==> src/rtl/seg_xlate_pkg.sv <==
package seg_xlate_pkg;

  typedef enum logic [2:0] {
    TRAP_NONE    = 3'd0,
    TRAP_SEGNUM  = 3'd1,
    TRAP_INVALID = 3'd2,
    TRAP_PROT    = 3'd3,
    TRAP_LIMIT   = 3'd4
  } trap_e;

  typedef enum logic [1:0] {
    ACC_READ  = 2'd0,
    ACC_WRITE = 2'd1,
    ACC_EXEC  = 2'd2,
    ACC_RSVD  = 2'd3
  } acc_e;

  localparam int PERM_W    = 3;
  localparam int PERM_RD   = 0;
  localparam int PERM_WR   = 1;
  localparam int PERM_EX   = 2;

endpackage

==> src/rtl/seg_table.sv <==
module seg_table #(
  parameter int SEG_COUNT = 16,
  parameter int SEG_W     = 4,
  parameter int BASE_W    = 20,
  parameter int LIMIT_W   = 13
) (
  input  logic                 clk,
  input  logic                 rst,
  input  logic                 wr_en,
  input  logic [SEG_W-1:0]     wr_idx,
  input  logic [BASE_W-1:0]    wr_base,
  input  logic [LIMIT_W-1:0]   wr_limit,
  input  logic                 wr_valid,
  input  logic [2:0]           wr_perm,
  input  logic                 len_we,
  input  logic [SEG_W:0]       len_in,
  input  logic [SEG_W-1:0]     rd_idx,
  output logic [BASE_W-1:0]    rd_base,
  output logic [LIMIT_W-1:0]   rd_limit,
  output logic                 rd_valid,
  output logic [2:0]           rd_perm,
  output logic [SEG_W:0]       len_q
);

  // Payload storage carries no reset, so it maps onto distributed RAM.
  logic [BASE_W-1:0]  base_mem  [SEG_COUNT];
  logic [LIMIT_W-1:0] limit_mem [SEG_COUNT];
  logic [2:0]         perm_mem  [SEG_COUNT];
  logic [SEG_COUNT-1:0] vld_q;

  always_ff @(posedge clk) begin
    if (wr_en) begin
      base_mem[wr_idx]  <= wr_base;
      limit_mem[wr_idx] <= wr_limit;
      perm_mem[wr_idx]  <= wr_perm;
    end
  end

  // Valid flags and the length register are reset, so every lookup traps until the table is loaded.
  always_ff @(posedge clk) begin
    if (rst) begin
      vld_q <= '0;
      len_q <= '0;
    end else begin
      if (wr_en)  vld_q[wr_idx] <= wr_valid;
      if (len_we) len_q <= len_in;
    end
  end

  assign rd_base  = base_mem[rd_idx];
  assign rd_limit = limit_mem[rd_idx];
  assign rd_perm  = perm_mem[rd_idx];
  assign rd_valid = vld_q[rd_idx];

  AST_ENTRY_WRITE_LANDS: assert property (@(posedge clk) disable iff (rst)
    wr_en |=> (vld_q[$past(wr_idx)] == $past(wr_valid)));

  AST_LEN_WRITE_LANDS: assert property (@(posedge clk) disable iff (rst)
    len_we |=> (len_q == $past(len_in)));

endmodule

==> src/rtl/seg_check.sv <==
module seg_check
  import seg_xlate_pkg::*;
#(
  parameter int SEG_W    = 4,
  parameter int OFFSET_W = 12,
  parameter int BASE_W   = 20,
  parameter int LIMIT_W  = 13
) (
  input  logic [SEG_W-1:0]    seg,
  input  logic [OFFSET_W-1:0] off,
  input  logic [1:0]          kind,
  input  logic [SEG_W:0]      len,
  input  logic                e_valid,
  input  logic [2:0]          e_perm,
  input  logic [BASE_W-1:0]   e_base,
  input  logic [LIMIT_W-1:0]  e_limit,
  output trap_e               trap,
  output logic [BASE_W-1:0]   paddr
);

  localparam int PAD_W = BASE_W - OFFSET_W;

  logic seg_ok;
  logic perm_ok;
  logic in_bounds;

  assign seg_ok    = ({1'b0, seg} < len);
  assign in_bounds = ({1'b0, off} < e_limit);

  always_comb begin
    unique case (acc_e'(kind))
      ACC_READ:  perm_ok = e_perm[PERM_RD];
      ACC_WRITE: perm_ok = e_perm[PERM_WR];
      ACC_EXEC:  perm_ok = e_perm[PERM_EX];
      default:   perm_ok = 1'b0;
    endcase
  end

  always_comb begin
    if (!seg_ok)         trap = TRAP_SEGNUM;
    else if (!e_valid)   trap = TRAP_INVALID;
    else if (!perm_ok)   trap = TRAP_PROT;
    else if (!in_bounds) trap = TRAP_LIMIT;
    else                 trap = TRAP_NONE;
  end

  assign paddr = (trap == TRAP_NONE) ? (e_base + {{PAD_W{1'b0}}, off}) : '0;

  always_comb begin
    if (trap == TRAP_LIMIT)
      AST_LIMIT_AFTER_PERM: assert (perm_ok && e_valid);
  end

endmodule

==> src/rtl/seg_xlate_unit.sv <==
module seg_xlate_unit
  import seg_xlate_pkg::*;
#(
  parameter int SEG_COUNT = 16,
  parameter int OFFSET_W  = 12,
  parameter int PADDR_W   = 20,
  localparam int SEG_W    = $clog2(SEG_COUNT),
  localparam int LIMIT_W  = OFFSET_W + 1
) (
  input  logic                 clk,
  input  logic                 rst,
  input  logic                 cfg_entry_we,
  input  logic [SEG_W-1:0]     cfg_idx,
  input  logic [PADDR_W-1:0]   cfg_base,
  input  logic [LIMIT_W-1:0]   cfg_limit,
  input  logic                 cfg_valid,
  input  logic [2:0]           cfg_perm,
  input  logic                 cfg_len_we,
  input  logic [SEG_W:0]       cfg_len,
  input  logic                 req_valid,
  input  logic [SEG_W-1:0]     req_seg,
  input  logic [OFFSET_W-1:0]  req_off,
  input  logic [1:0]           req_kind,
  output logic                 rsp_valid,
  output logic [PADDR_W-1:0]   rsp_paddr,
  output logic [2:0]           rsp_trap
);

  logic [PADDR_W-1:0] e_base;
  logic [LIMIT_W-1:0] e_limit;
  logic               e_valid;
  logic [2:0]         e_perm;
  logic [SEG_W:0]     len_q;
  trap_e              chk_trap;
  logic [PADDR_W-1:0] chk_paddr;

  seg_table #(
    .SEG_COUNT(SEG_COUNT), .SEG_W(SEG_W), .BASE_W(PADDR_W), .LIMIT_W(LIMIT_W)
  ) tbl_i (
    .clk(clk), .rst(rst),
    .wr_en(cfg_entry_we), .wr_idx(cfg_idx), .wr_base(cfg_base),
    .wr_limit(cfg_limit), .wr_valid(cfg_valid), .wr_perm(cfg_perm),
    .len_we(cfg_len_we), .len_in(cfg_len),
    .rd_idx(req_seg),
    .rd_base(e_base), .rd_limit(e_limit), .rd_valid(e_valid), .rd_perm(e_perm),
    .len_q(len_q)
  );

  seg_check #(
    .SEG_W(SEG_W), .OFFSET_W(OFFSET_W), .BASE_W(PADDR_W), .LIMIT_W(LIMIT_W)
  ) chk_i (
    .seg(req_seg), .off(req_off), .kind(req_kind), .len(len_q),
    .e_valid(e_valid), .e_perm(e_perm), .e_base(e_base), .e_limit(e_limit),
    .trap(chk_trap), .paddr(chk_paddr)
  );

  always_ff @(posedge clk) begin
    if (rst) begin
      rsp_valid <= 1'b0;
      rsp_trap  <= '0;
      rsp_paddr <= '0;
    end else begin
      rsp_valid <= req_valid;
      rsp_trap  <= req_valid ? 3'(chk_trap) : 3'd0;
      rsp_paddr <= req_valid ? chk_paddr    : '0;
    end
  end

  AST_RSP_ONE_CYCLE: assert property (@(posedge clk) disable iff (rst)
    req_valid |=> rsp_valid);

  AST_IDLE_QUIET: assert property (@(posedge clk) disable iff (rst)
    !req_valid |=> (!rsp_valid && rsp_trap == 3'd0 && rsp_paddr == '0));

  AST_SEGNUM_FIRST: assert property (@(posedge clk) disable iff (rst)
    (req_valid && ({1'b0, req_seg} >= len_q)) |=> (rsp_trap == 3'd1));

  AST_TRAP_NO_ADDR: assert property (@(posedge clk) disable iff (rst)
    (rsp_trap != 3'd0) |-> (rsp_paddr == '0));

  AST_TRAP_CODE_RANGE: assert property (@(posedge clk) disable iff (rst)
    rsp_valid |-> (rsp_trap <= 3'd4));

endmodule

==> config.mk <==
export PLATFORM = sky130hd
export DESIGN_NAME = seg_xlate_unit
export DESIGN_NICKNAME = d
export VERILOG_FILES = /design/src/rtl/seg_xlate_pkg.sv /design/src/rtl/seg_table.sv /design/src/rtl/seg_check.sv /design/src/rtl/seg_xlate_unit.sv
export SDC_FILE = /design/constraint.sdc
export NUM_CORES = 1
export LEC_CHECK = 0
export BUFFER_PORTS_ARGS = -buffer_cell sky130_fd_sc_hd__buf_2
export CORE_MARGIN = 3
export CORE_UTILIZATION = 40
export CTS_BUF_LIST = sky130_fd_sc_hd__clkbuf_8
export DETAILED_ROUTE_END_ITERATION = 8
export PLACE_DENSITY = 0.62
export SYNTH_ARGS = -nofsm -noshare
export SYNTH_HDL_FRONTEND = slang
export SYNTH_SLANG_ARGS = --single-unit
export TNS_END_PERCENT = 10
==> constraint.sdc <==
create_clock -name clk -period 5.24 [get_ports clk]
set_clock_uncertainty 0.2 [all_clocks]
set_input_delay 0.786 -clock clk [delete_from_list [all_inputs] [get_ports clk]]
set_output_delay 0.786 -clock clk [all_outputs]
set_load 0.005 [all_outputs]
# Word-level counts from Yosys, hierarchy flattened
# Memory sizes are Yosys's and may differ from the RTL's.
# Index checks and enable logic that the tools add are counted.
[op_classes]
addsub = 1
n_lt_le_gt_ge = 5
eq_ne = 2
n_mux = 12
n_bitwise = 2
n_reduce_logical = 5
[ops]
columns = ["operator", "n"]
rows = [
  ["20-bit by 12-bit adder with 20-bit output", 1],
  ["16-bit bitwise mux", 1],
  ["12-bit by 13-bit < comparator with 1-bit output", 1],
  ["3-bit 2-to-1 mux", 4],
  ["4-bit by 5-bit < comparator with 1-bit output, second input constant", 2],
  ["4-bit by 5-bit < comparator with 1-bit output", 1],
  ["1-bit binary-select mux with 4-bit select", 1],
  ["1-bit demux with 4-bit select", 1],
  ["4-bit by 1-bit greater-or-equal comparator with 1-bit output, second input constant", 1],
  ["1-bit 2-to-1 mux", 4],
  ["3-bit logical NOT", 1],
  ["1-bit one-hot mux with 3 select lines", 1],
  ["3-bit OR reduction", 1],
  ["2-bit by 1-bit equality test with 1-bit output, second input constant", 1],
  ["2-bit equality test, second input constant", 1],
  ["2-bit logical NOT", 1],
  ["1-bit NOT", 2],
  ["2-bit OR reduction", 1],
  ["1-bit logical AND", 1],
]
[totals]
regBits = 45
mem_bits_rw = 576
in_bits = 69
output_inout_bits = 24
wordCells = 35
memories = 3
[memory_table]
columns = ["memory", "depth", "width", "rd", "rd_clocked_by_memory_dff", "wr", "line_no", "rtl"]
rows = [
  ["tbl_i.base_mem", 16, 20, 1, 0, 1, "seg_table.sv:26", "logic [BASE_W-1:0] base_mem [SEG_COUNT];"],
  ["tbl_i.limit_mem", 16, 13, 1, 0, 1, "seg_table.sv:27", "logic [LIMIT_W-1:0] limit_mem [SEG_COUNT];"],
  ["tbl_i.perm_mem", 16, 3, 1, 0, 1, "seg_table.sv:28", "logic [2:0] perm_mem [SEG_COUNT];"],
]

# Depth between registers and ports, before layout
# Gate-level depths: netlist of the first run.
# An unclocked memory read counts as a cell.
[logic_depth]
depth_word = 9
mapped_depth = 18
depth_no_buf = 11

# By module
# From an unflattened synthesis of the first run, not the netlist that was laid out.
[unflattened]
cells_unflattened = 1254
area_unflattened_um2 = 24536.0
[modules_own_cells]
columns = ["module", "n_inst", "cells_per_inst", "area_each_um2", "seq_area_each_um2"]
rows = [
  ["seg_table", 1, 1006, 22544.1, 17717.0],
  ["seg_check", 1, 196, 1278.7, 0.0],
  ["seg_xlate_unit", 1, 52, 713.2, 480.5],
]

# Worst setup path before layout of the first run
# OpenSTA, ideal clock, no wires.
[synth_path]
path_kind = "input -> register"
startpoint = "input port req_seg[0]"
endpoint = "register rsp_paddr[17]"
setup_ps = 113
t_arrival_ps = 4401
required_ps = 4927
slack_ps = 526
stages = 15
path_buffers = 5
path_cell_list = "buf_6 buf_6 buf_6 buf_6 buf_2 mux4_2 mux4_2 ha_1 a2111oi_0 o21ai_0 a21oi_1 a21oi_1 nor3b_1 xor2_1 and2_4"
[synth_via]
elab_chain_len = 9
elab_cells_between_ends = 16
cone_classes = "add/sub: 1; order compare: 2; mux: 7; bitwise: 1; reduce/logical: 2; memory: 3"
[synth_rtl]
columns = ["item", "line_no", "rtl"]
rows = [
  ["start, declared", "seg_xlate_unit.sv:21", "input logic [SEG_W-1:0] req_seg,"],
  ["memory 16 x 13 bit", "--", ""],
  ["12-bit by 13-bit < comparator with 1-bit output", "seg_check.sv:28", "assign in_bounds = ({1'b0, off} < e_limit);"],
  ["3-bit 2-to-1 mux", "seg_check.sv:43", "else if (!in_bounds) trap = TRAP_LIMIT;"],
  ["3-bit 2-to-1 mux", "seg_check.sv:42", "else if (!perm_ok) trap = TRAP_PROT;"],
  ["3-bit 2-to-1 mux", "seg_check.sv:41", "else if (!e_valid) trap = TRAP_INVALID;"],
  ["3-bit 2-to-1 mux", "seg_check.sv:40", "if (!seg_ok) trap = TRAP_SEGNUM;"],
  ["3-bit logical NOT", "seg_check.sv:47", "assign paddr = (trap == TRAP_NONE) ? (e_base + {{PAD_W{1'b0}}, off}) : '0;"],
  ["1-bit NOT (no source line)", "--", ""],
  ["3-bit OR reduction (no source line)", "--", ""],
  ["end signal, assigned", "seg_xlate_unit.sv:65", "rsp_paddr <= req_valid ? chk_paddr : '0;"],
  ["end, declared", "seg_xlate_unit.sv:25", "output logic [PADDR_W-1:0] rsp_paddr,"],
]
# Several ways; a longest one is shown, not always the timed one. The select of a mux whose other input is x is not followed.
# A chain may end at the register's enable or synchronous reset.

# Worst setup path in the final report of the first run
# Ends and elaborated chain as after synthesis.

==> results.json, run 1 <==
{
  "whs_ns": 0.160,
  "postCtsSetupBuffers": 0,
  "die_y_um": 253,
  "critPathLaunchType": "input pin",
  "relSlewSlack_pct": 13.8,
  "wl_met1_um": 25700,
  "tightest_slew_ns": 1.29,
  "port_buffers": 92,
  "layout_commonest_cell": "edfxtp_1",
  "clock_latency_ns": 0.68,
  "rsz0062_at_grt": "false",
  "path_clk_slew_ns": 0.06,
  "yosys_warnings": 0,
  "syn_to_final_growth_pct": 13.8,
  "end_kind": "flip-flop",
  "met2_length_um": 26700,
  "ys.flop_type": "edfxtp_1",
  "tns_ns": 0,
  "grt_usage_pct": 18.4,
  "io_pins": 93,
  "drtPass1Iterations": 5,
  "power_density_nw_per_um2": 363,
  "wl_per_cell_um": 26.4,
  "place_area_um2": 26000,
  "drc": 0,
  "drive_gt1_share_pct": 32.1,
  "peakVddDrop_uv": 192,
  "status": "completed",
  "hp-class": "in -> reg",
  "synth_area_per_cell_um2": 21.2,
  "cts_buffer_depth": 3,
  "gp_congestion": 0.757,
  "worstPathRequired_ns": 5.61,
  "synthTopCellsByArea": "edfxtp_1 (71%), mux4_2 (15%), dfxtp_1 (3.7%)",
  "timing.final.crit_share_pct": 78.6,
  "ctsHoldBuffers": 0,
  "grt_pass1_vias": 12700,
  "setup_viol": 0,
  "timing.fmax_ghz": 0.243,
  "hpwl_um": 31900,
  "path_cells": "buf_8 -> mux4_2 -> mux4_2 -> ha_1 -> a2111oi_0 -> o21ai_0 -> a21oi_1 -> a21oi_1 -> buf_4 -> nor3b_1 -> xor2_1 -> and2_4",
  "dieArea_um2": 64100,
  "syn-cell-area_um2": 24400,
  "ys_seq_area_share_pct": 74.4,
  "maxCapViolations": 0,
  "synth_cell_types": 53,
  "critical_path_peak_fanout": 41,
  "cts-root-buf": "clkbuf_8",
  "maxSlewViolCount": 0,
  "leakagePower_nw": 9.30,
  "dr.first_iter.drc_count": 1296,
  "ant_nets": 0,
  "grt_pass1_wl_um": 84700,
  "core_area_um2": 59700,
  "slowest_stage": "mux4_2",
  "ys_ff_latch": 621,
  "hold_violations": 0,
  "synth_nets": 1248,
  "vias": 12200,
  "die_x_um": 253,
  "dr.max_layer_used": "met4",
  "layout_common_cells": "edfxtp_1 (576), mux4_2 (162), clkbuf_8 (105)",
  "async_flop_share_pct": 0,
  "cts-resized-gates": 0,
  "grt_max_degree": 48,
  "grt_remaining_overflow": 0,
  "cts_sinks": 621,
  "synth_largest_area_cell": "edfxtp_1",
  "antenna_found_initial": 3,
  "final_cell_area_um2": 27800,
  "cts_max_level": 3,
  "cts_tree": "built",
  "vias_per_cell": 5.60,
  "cp.arrival_ns": 4.49,
  "dr_wl_met3_um": 4120,
  "routed_wl_um": 57600,
  "critPathKind": "in -> reg",
  "syn_inst": 1152,
  "fin_crit_ns": 4.12,
  "rows": 89,
  "critPathMaxStageDelay_ns": 0.57,
  "cts_buffers": 99,
  "final_nets": 1426,
  "synth_top_area_share_pct": 70.8,
  "initial_utilization_pct": 41.0,
  "synth-edff-count": 576
}
==> kinds of logic after synthesis <==
kind of cell             share of synthesized area [%]
flip-flops                                        74.4
XOR/XNOR                                         0.609
buffers and inverters                             1.70
AO/OA/AOI/OAI                                     2.12
AND/OR/NAND/NOR                                   3.06
adder cells (fa/ha/maj)                           1.41
multiplexers                                      16.6
==> final timing paths <==
| kind | from | end | slack (ns) | cells past startpoint |
|---|---|---|---|---|
| worst max-delay path | req_seg[0] | rsp_paddr[17] | 1.12 | 12 |
| worst min-delay path | cfg_len[2] | tbl_i.len_q[2] | 0.16 | 3 |
| worst max register to register | tbl_i.base_mem[15][4] | rsp_paddr[17] | 1.35 | 11 |
| worst min register to register | tbl_i.vld_q[9] | tbl_i.vld_q[9] | 0.28 | 2 |
==> synth_stat cells, drive strengths merged (11+ instances only) <==
cell type	number
dfxtp	45
mux2i	24
inv	19
and2	21
buf	43
a22oi	13
a21oi	28
ha	26
xnor2	11
nor2	30
mux4	168
edfxtp	576
nand2	28
nand3	11
o21ai	18
nor3	12
==> through the flow <==
| step | worst slack (ns) | power, mW | std cells | utilization, % |
|---|---|---|---|---|
| floorplan | 0.526 | 6.07 | 1152 | - |
| global placement | 0.477 | 6.30 | 2002 | 43.5 |
| detailed placement | 0.485 | 6.32 | 2002 | 43.5 |
| CTS | 1.21 | 10.2 | 2176 | 46.6 |
| global route | 0.902 | 10.5 | 2176 | 46.6 |
| finish | 1.12 | 10.1 | 2178 | 46.6 |
==> sequential cells by signal, summed over array words and instances, names as in the netlist <==
name,cells
rsp_paddr,20
tbl_i.limit_mem,208
rsp_trap,3
tbl_i.len_q,5
tbl_i.base_mem,320
rsp_valid,1
tbl_i.perm_mem,48
tbl_i.vld_q,16
==> cell type report <==
class                   count  area, um^2
repair buffers            130         802
fillers                  4985       31900
well taps                 773         967
clock buffers             105        1450
diodes                      2        5.00
inverters                  19        71.3
flip-flops and latches    621       18200
clock inverters            69         403
multi-input cells         459        5930
==> power breakdown <==
part | internal [mW] | total (mW) | switching, mW
registers | 5.52 | 5.54 | 0.0219
clock network | 2.04 | 3.88 | 1.84
logic | 0.285 | 0.674 | 0.389
total | 7.84 | 10.1 | 2.25
==> metal layers <==
layer  GRT usage, %  up-vias
li1               -     5148
met1           27.2     6514
met2           27.9      448
met3           4.12       82
met4           4.51        0
met5              0        -
==> critical path: cells and delay by family <==
family | cells | cell delay (ns)
compound gates | 4 | 1.24
mux | 2 | 1.07
buf+inv | 2 | 0.50
fa+ha+maj | 1 | 0.40
simple gates | 2 | 0.31
xor+xnor | 1 | 0.14
Note: power is estimated with default switching activity, not from simulation.
==> inputs of run 2 (changes only) <==
- PLACE_DENSITY: 0.62 -> 0.64
- clock period: 5.24 -> 3.4 ns (I/O delays scaled with it)
==> results.json, run 2 (synthesis gave the netlist of run 1 again) <==
{
  "vias": 12700,
  "cpMostUsedCell": "buf_12",
  "path_cells": "buf_12 -> buf_16 -> buf_4 -> mux4_2 -> mux4_2 -> inv_2 -> ha_4 -> and2_4 -> a221oi_2 -> o22ai_1 -> o21bai_1 -> o211a_1 -> o2111a_2 -> buf_12 -> buf_12 -> and3_4",
  "critical_path_peak_fanout": 13,
  "place_area_um2": 26900,
  "maxCapViolations": 0,
  "power_mw": 15.8,
  "timing.final.crit_share_pct": 103,
  "worstPathRequired_ns": 3.81,
  "io_pins": 93,
  "grt_usage_pct": 18.3,
  "critPathKind": "in -> reg",
  "fin_crit_ns": 3.49,
  "slowest_stage": "mux4_2",
  "regMostFlops": "tbl_i.base_mem",
  "power_density_nw_per_um2": 534,
  "antenna_found_initial": 4,
  "grt_pass1_wl_um": 85800,
  "status": "finished with violations",
  "vias_per_cell": 5.45,
  "cp.arrival_ns": 3.90,
  "cts_tree": "built",
  "final_nets": 1570,
  "grt_remaining_overflow": 0,
  "hp-class": "in -> reg",
  "cts_buffer_depth": 3,
  "rows": 89,
  "gp_congestion": 0.776,
  "dpl_worst_slack_ns": -0.826,
  "dr.first_iter.drc_count": 1141,
  "dp_cells": 2090,
  "cts_max_level": 3,
  "drc": 0,
  "clock_latency_ns": 0.67,
  "syn_to_final_growth_pct": 21.1,
  "tns_ns": -0.948,
  "num-fill-cells": 4813,
  "timing.final.ws_setup_ns": -0.0886,
  "dieArea_um2": 64100,
  "core_area_um2": 59700,
  "cts_sinks": 621,
  "seq_area_um2": 18200,
  "critPathLaunchType": "input pin",
  "setup_viol": 20,
  "layout_common_cells": "edfxtp_1 (576), mux4_2 (162), clkbuf_8 (112)",
  "final_cells": 2326,
  "cts-root-buf": "clkbuf_8",
  "largest_reg_flops": 320,
  "cts_buffers": 99,
  "grt_pass1_vias": 13300,
  "critPathMaxStageDelay_ns": 0.51,
  "layout_commonest_cell": "edfxtp_1",
  "hold_violations": 0,
  "final_core_util_pct": 49.6,
  "wl_per_cell_um": 25.2,
  "grt_max_degree": 40,
  "timing.fmax_ghz": 0.287,
  "reg_top3": "tbl_i.base_mem (320), tbl_i.limit_mem (208), tbl_i.perm_mem (48)",
  "final_cell_area_um2": 29600,
  "drtPass1Iterations": 5,
  "ant_nets": 0,
  "n_antenna_cell": 0,
  "routed_wl_um": 58600,
  "multi_input_area_um2": 6150,
  "hpwl_um": 34600,
  "die_x_um": 253,
  "tightest_slew_ns": 0.716,
  "maxSlewViolCount": 0,
  "leakagePower_nw": 10.1,
  "path_clk_slew_ns": 0.06,
  "port_buffers": 92,
  "die_y_um": 253,
  "whs_ns": 0.0610,
  "drive_gt1_share_pct": 37.7,
  "violations": "negative setup slack",
  "rsz0062_at_grt": "true",
  "peakVddDrop_uv": 341,
  "initial_utilization_pct": 41.0,
  "relSlewSlack_pct": 52.1,
  "end_kind": "flip-flop"
}
## run 2: cell types whose count changed in the layout (fill, tap and decap cells not counted), sizes merged, moves of 3 or more
cell         previous run  this run
clkinv                 28        23
dlygate4sd3             0        47
buf                   130       225
clkbuf                105       114
inv                    54        60
bufinv                  4         1
## run 2: final cells by class
cell class	count	share of cell area, %
Inverter	19	0.241
Multi-Input combinational cell	459	20.8
Sequential cell	621	61.5
Tap cell	773	3.27
Timing Repair Buffer	274	7.95
Clock inverter	68	1.08
Clock buffer	112	5.21
## run 2: final timing paths
check,start,endpoint,slack (ns),cells past startpoint
min,cfg_base[5],tbl_i.base_mem[5][5],0.06,1
min reg2reg,tbl_i.vld_q[11],tbl_i.vld_q[11],0.28,2
max,req_seg[0],rsp_paddr[9],-0.09,16
max reg2reg,tbl_i.limit_mem[5][3],rsp_paddr[9],-0.05,13
## run 2: worst max-delay path: cells and delay by family
kind,cells,cell delay [ns]
muxes,2,1.02
AOI/OAI and AO/OA,5,0.95
buffers and inverters,6,0.87
and+or+nand+nor,2,0.31
adders and majority gates,1,0.20
## run 2: repair_timing
item | 4_1_cts | 5_1_grt
endpoints found under the hold margin | 563 | 0
resized for setup | 21 | 19
endpoints found under the setup margin | 20 | 21
buffers inserted | 2 | 4
cloned | 1 | 3
pin swaps | 1 | 10
hold buffers | 47 | 0
## run 2: metal layers
| metal | routed length [um] | vias up | global-route usage, % | share of wire [%] |
|---|---|---|---|---|
| met3 | 3640 | 100 | 3.46 | 6.2 |
| li1 | - | 5438 | - | - |
| met4 | 1310 | 4 | 4.98 | 2.2 |
| met1 | 25900 | 6698 | 26.2 | 44 |
| met2 | 27700 | 441 | 29.2 | 47 |
| met5 | 21 | - | 0 | 0.036 |
## run 2: power by group
group          total, mW  internal, mW  switching [mW]
Combinational       1.34         0.649           0.696
Sequential          8.53          8.50          0.0339
Clock               5.93          3.08            2.85
Total               15.8          12.2            3.58
==> inputs of run 3 (changes only) <==
--- a/config.mk
+++ b/config.mk
@@ -9,6 +9,6 @@
 export CORE_MARGIN = 3
-export CORE_UTILIZATION = 40
+export CORE_UTILIZATION = 52
 export CTS_BUF_LIST = sky130_fd_sc_hd__clkbuf_8
 export DETAILED_ROUTE_END_ITERATION = 8
-export PLACE_DENSITY = 0.64
+export PLACE_DENSITY = 0.78
 export SYNTH_ARGS = -nofsm -noshare
==> constraint.sdc (replaced) <==
create_clock -name clk -period 3.4 [get_ports clk]
set_clock_uncertainty 0.2 [all_clocks]
set_input_delay 0.17 -clock clk [delete_from_list [all_inputs] [get_ports clk]]
set_output_delay 0.17 -clock clk [all_outputs]
set_load 0.005 [all_outputs]
==> results.json, run 3 (synthesis gave the netlist of run 1 again) <==
{
  "reg_top3": "tbl_i.base_mem (320), tbl_i.limit_mem (208), tbl_i.perm_mem (48)",
  "hp-class": "in -> reg",
  "final_cells": 2130,
  "ant_nets": 0,
  "core_area_um2": 45900,
  "cp.arrival_ns": 3.86,
  "swShare_pct": 22.7,
  "grt_remaining_overflow": 0,
  "rsz0062_at_grt": "true",
  "power_mw": 15.6,
  "path_clk_slew_ns": 0.07,
  "comb_power_share_pct": 8.2,
  "grt_usage_pct": 22.4,
  "syn_to_final_growth_pct": 18.8,
  "cts_buffers": 95,
  "status": "finished with violations",
  "critical_path_peak_fanout": 5,
  "initial_utilization_pct": 53.3,
  "relSlewSlack_pct": 47.2,
  "cts-root-buf": "clkbuf_8",
  "drc": 0,
  "timing.final.crit_share_pct": 101,
  "cts_buffer_depth": 3,
  "drive_gt1_share_pct": 34.6,
  "violations": "negative setup slack",
  "p_clk_share_pct": 37.0,
  "die_y_um": 223,
  "dp_cells": 1883,
  "power_density_nw_per_um2": 536,
  "p_seq_share_pct": 54.9,
  "setup_viol": 16,
  "hold_violations": 0,
  "grt_pass1_vias": 13200,
  "end_kind": "flip-flop",
  "timing.final.ws_setup_ns": -0.0477,
  "layout_commonest_cell": "edfxtp_1",
  "grt_pass1_wl_um": 82400,
  "switchingPower_mw": 3.52,
  "p_int_mw": 12.0,
  "port_buffers": 92,
  "whs_ns": 0.0614,
  "leakagePower_nw": 9.90,
  "largest_reg_flops": 320,
  "clock_latency_ns": 0.66,
  "timing.fmax_ghz": 0.290,
  "wl_per_cell_um": 26.0,
  "vias": 12700,
  "dr.first_iter.drc_count": 1403,
  "routed_wl_um": 55300,
  "io_pins": 93,
  "cts_sinks": 621,
  "die_x_um": 223,
  "final_nets": 1549,
  "antenna_found_initial": 4,
  "tightest_slew_ns": 0.792,
  "dieArea_um2": 49600,
  "maxSlewViolCount": 0,
  "rows": 78,
  "vias_per_cell": 5.98,
  "cts_max_level": 3,
  "cts_tree": "built",
  "worstPathRequired_ns": 3.81,
  "drtPass1Iterations": 5,
  "critPathLaunchType": "flip-flop",
  "layout_common_cells": "edfxtp_1 (576), mux4_2 (162), clkbuf_8 (102)",
  "maxCapViolations": 0,
  "critPathKind": "reg -> reg",
  "fin_crit_ns": 3.45,
  "gp_congestion": 0.799,
  "regMostFlops": "tbl_i.base_mem",
  "peakVddDrop_uv": 351,
  "grt_max_degree": 44,
  "hpwl_um": 31500
}
run 3: cell count changes in the layout (fill, tap and decap cells not counted), moves of 3 or more:
cell | before | now
buf_12 | 25 | 18
inv_1 | 55 | 48
dlygate4sd3_1 | 47 | 69
clkinv_1 | 12 | 21
ha_4 | 6 | 3
clkinv_2 | 11 | 8
buf_4 | 105 | 76
ha_1 | 18 | 21
clkbuf_8 | 112 | 102
run 3: area by class of cell:
type                    instances  area [um^2]
inverters                      19         71.3
clock buffers                 102         1400
well taps                     600          751
repair buffers                257         2150
fillers                      3039        16800
diodes                          2         5.00
clock inverters                70          364
flip-flops and latches        621        18200
multi-input cells             459         6100
run 3: worst max-delay path: stages, from the launching register on:
cell and delay (ns):
edfxtp_1 0.42, mux4_2 0.49, mux4_2 0.49, inv_2 0.09, ha_4 0.20, a21o_1 0.19, a221oi_2 0.22, o22ai_1 0.11
o21bai_1 0.14, o211a_1 0.18, o2111a_2 0.22, buf_12 0.14, buf_12 0.14, and3_4 0.17
run 3: power groups by stage:
stage | sequential [mW] | combinational, mW | clock (mW)
floorplan | 8.69 | 0.710 | 0
global placement | 8.68 | 1.13 | 0
detailed placement | 8.70 | 1.15 | 0
CTS | 8.54 | 1.25 | 5.84
global route | 8.54 | 1.36 | 6.20
finish | 8.54 | 1.27 | 5.75
run 3: final timing paths:
path	startpoint	slack (ns)	cells past startpoint	endpoint
max	tbl_i.limit_mem[12][2]	-0.05	13	rsp_paddr[9]
min	req_off[7]	0.06	5	rsp_paddr[7]
max reg2reg	tbl_i.limit_mem[12][2]	-0.05	13	rsp_paddr[9]
min reg2reg	tbl_i.vld_q[10]	0.29	2	tbl_i.vld_q[10]
run 3: repair_timing:
action	in CTS	in global routing
setup buffers	1	1
cloned	0	3
endpoints found under the setup margin	14	20
resized for setup	13	14
endpoints found under the hold margin	707	0
pin swaps	5	10
hold buffers	69	0
run 3: metal layers:
metal / up-vias / GRT usage [%] / wire, um
met4: 2 / 6.58 / 1010
met1: 6662 / 31.9 / 22300
met5: - / 0 / 13
li1: 5390 / - / -
met2: 593 / 35.4 / 27500
met3: 85 / 5.22 / 4510
run 3: through the flow:
stage               setup WS [ns]  utilization, %  instance area, um^2  TNS [ns]
floorplan                  -0.465               -                24700    -77.42
global placement           -0.426            57.5                26400     -5.89
detailed placement         -0.470            57.5                26400     -6.97
CTS                      -0.00223            63.0                28900  -0.00223
global route               -0.165            63.3                29000     -2.71
finish                    -0.0477            63.3                29000    -0.378
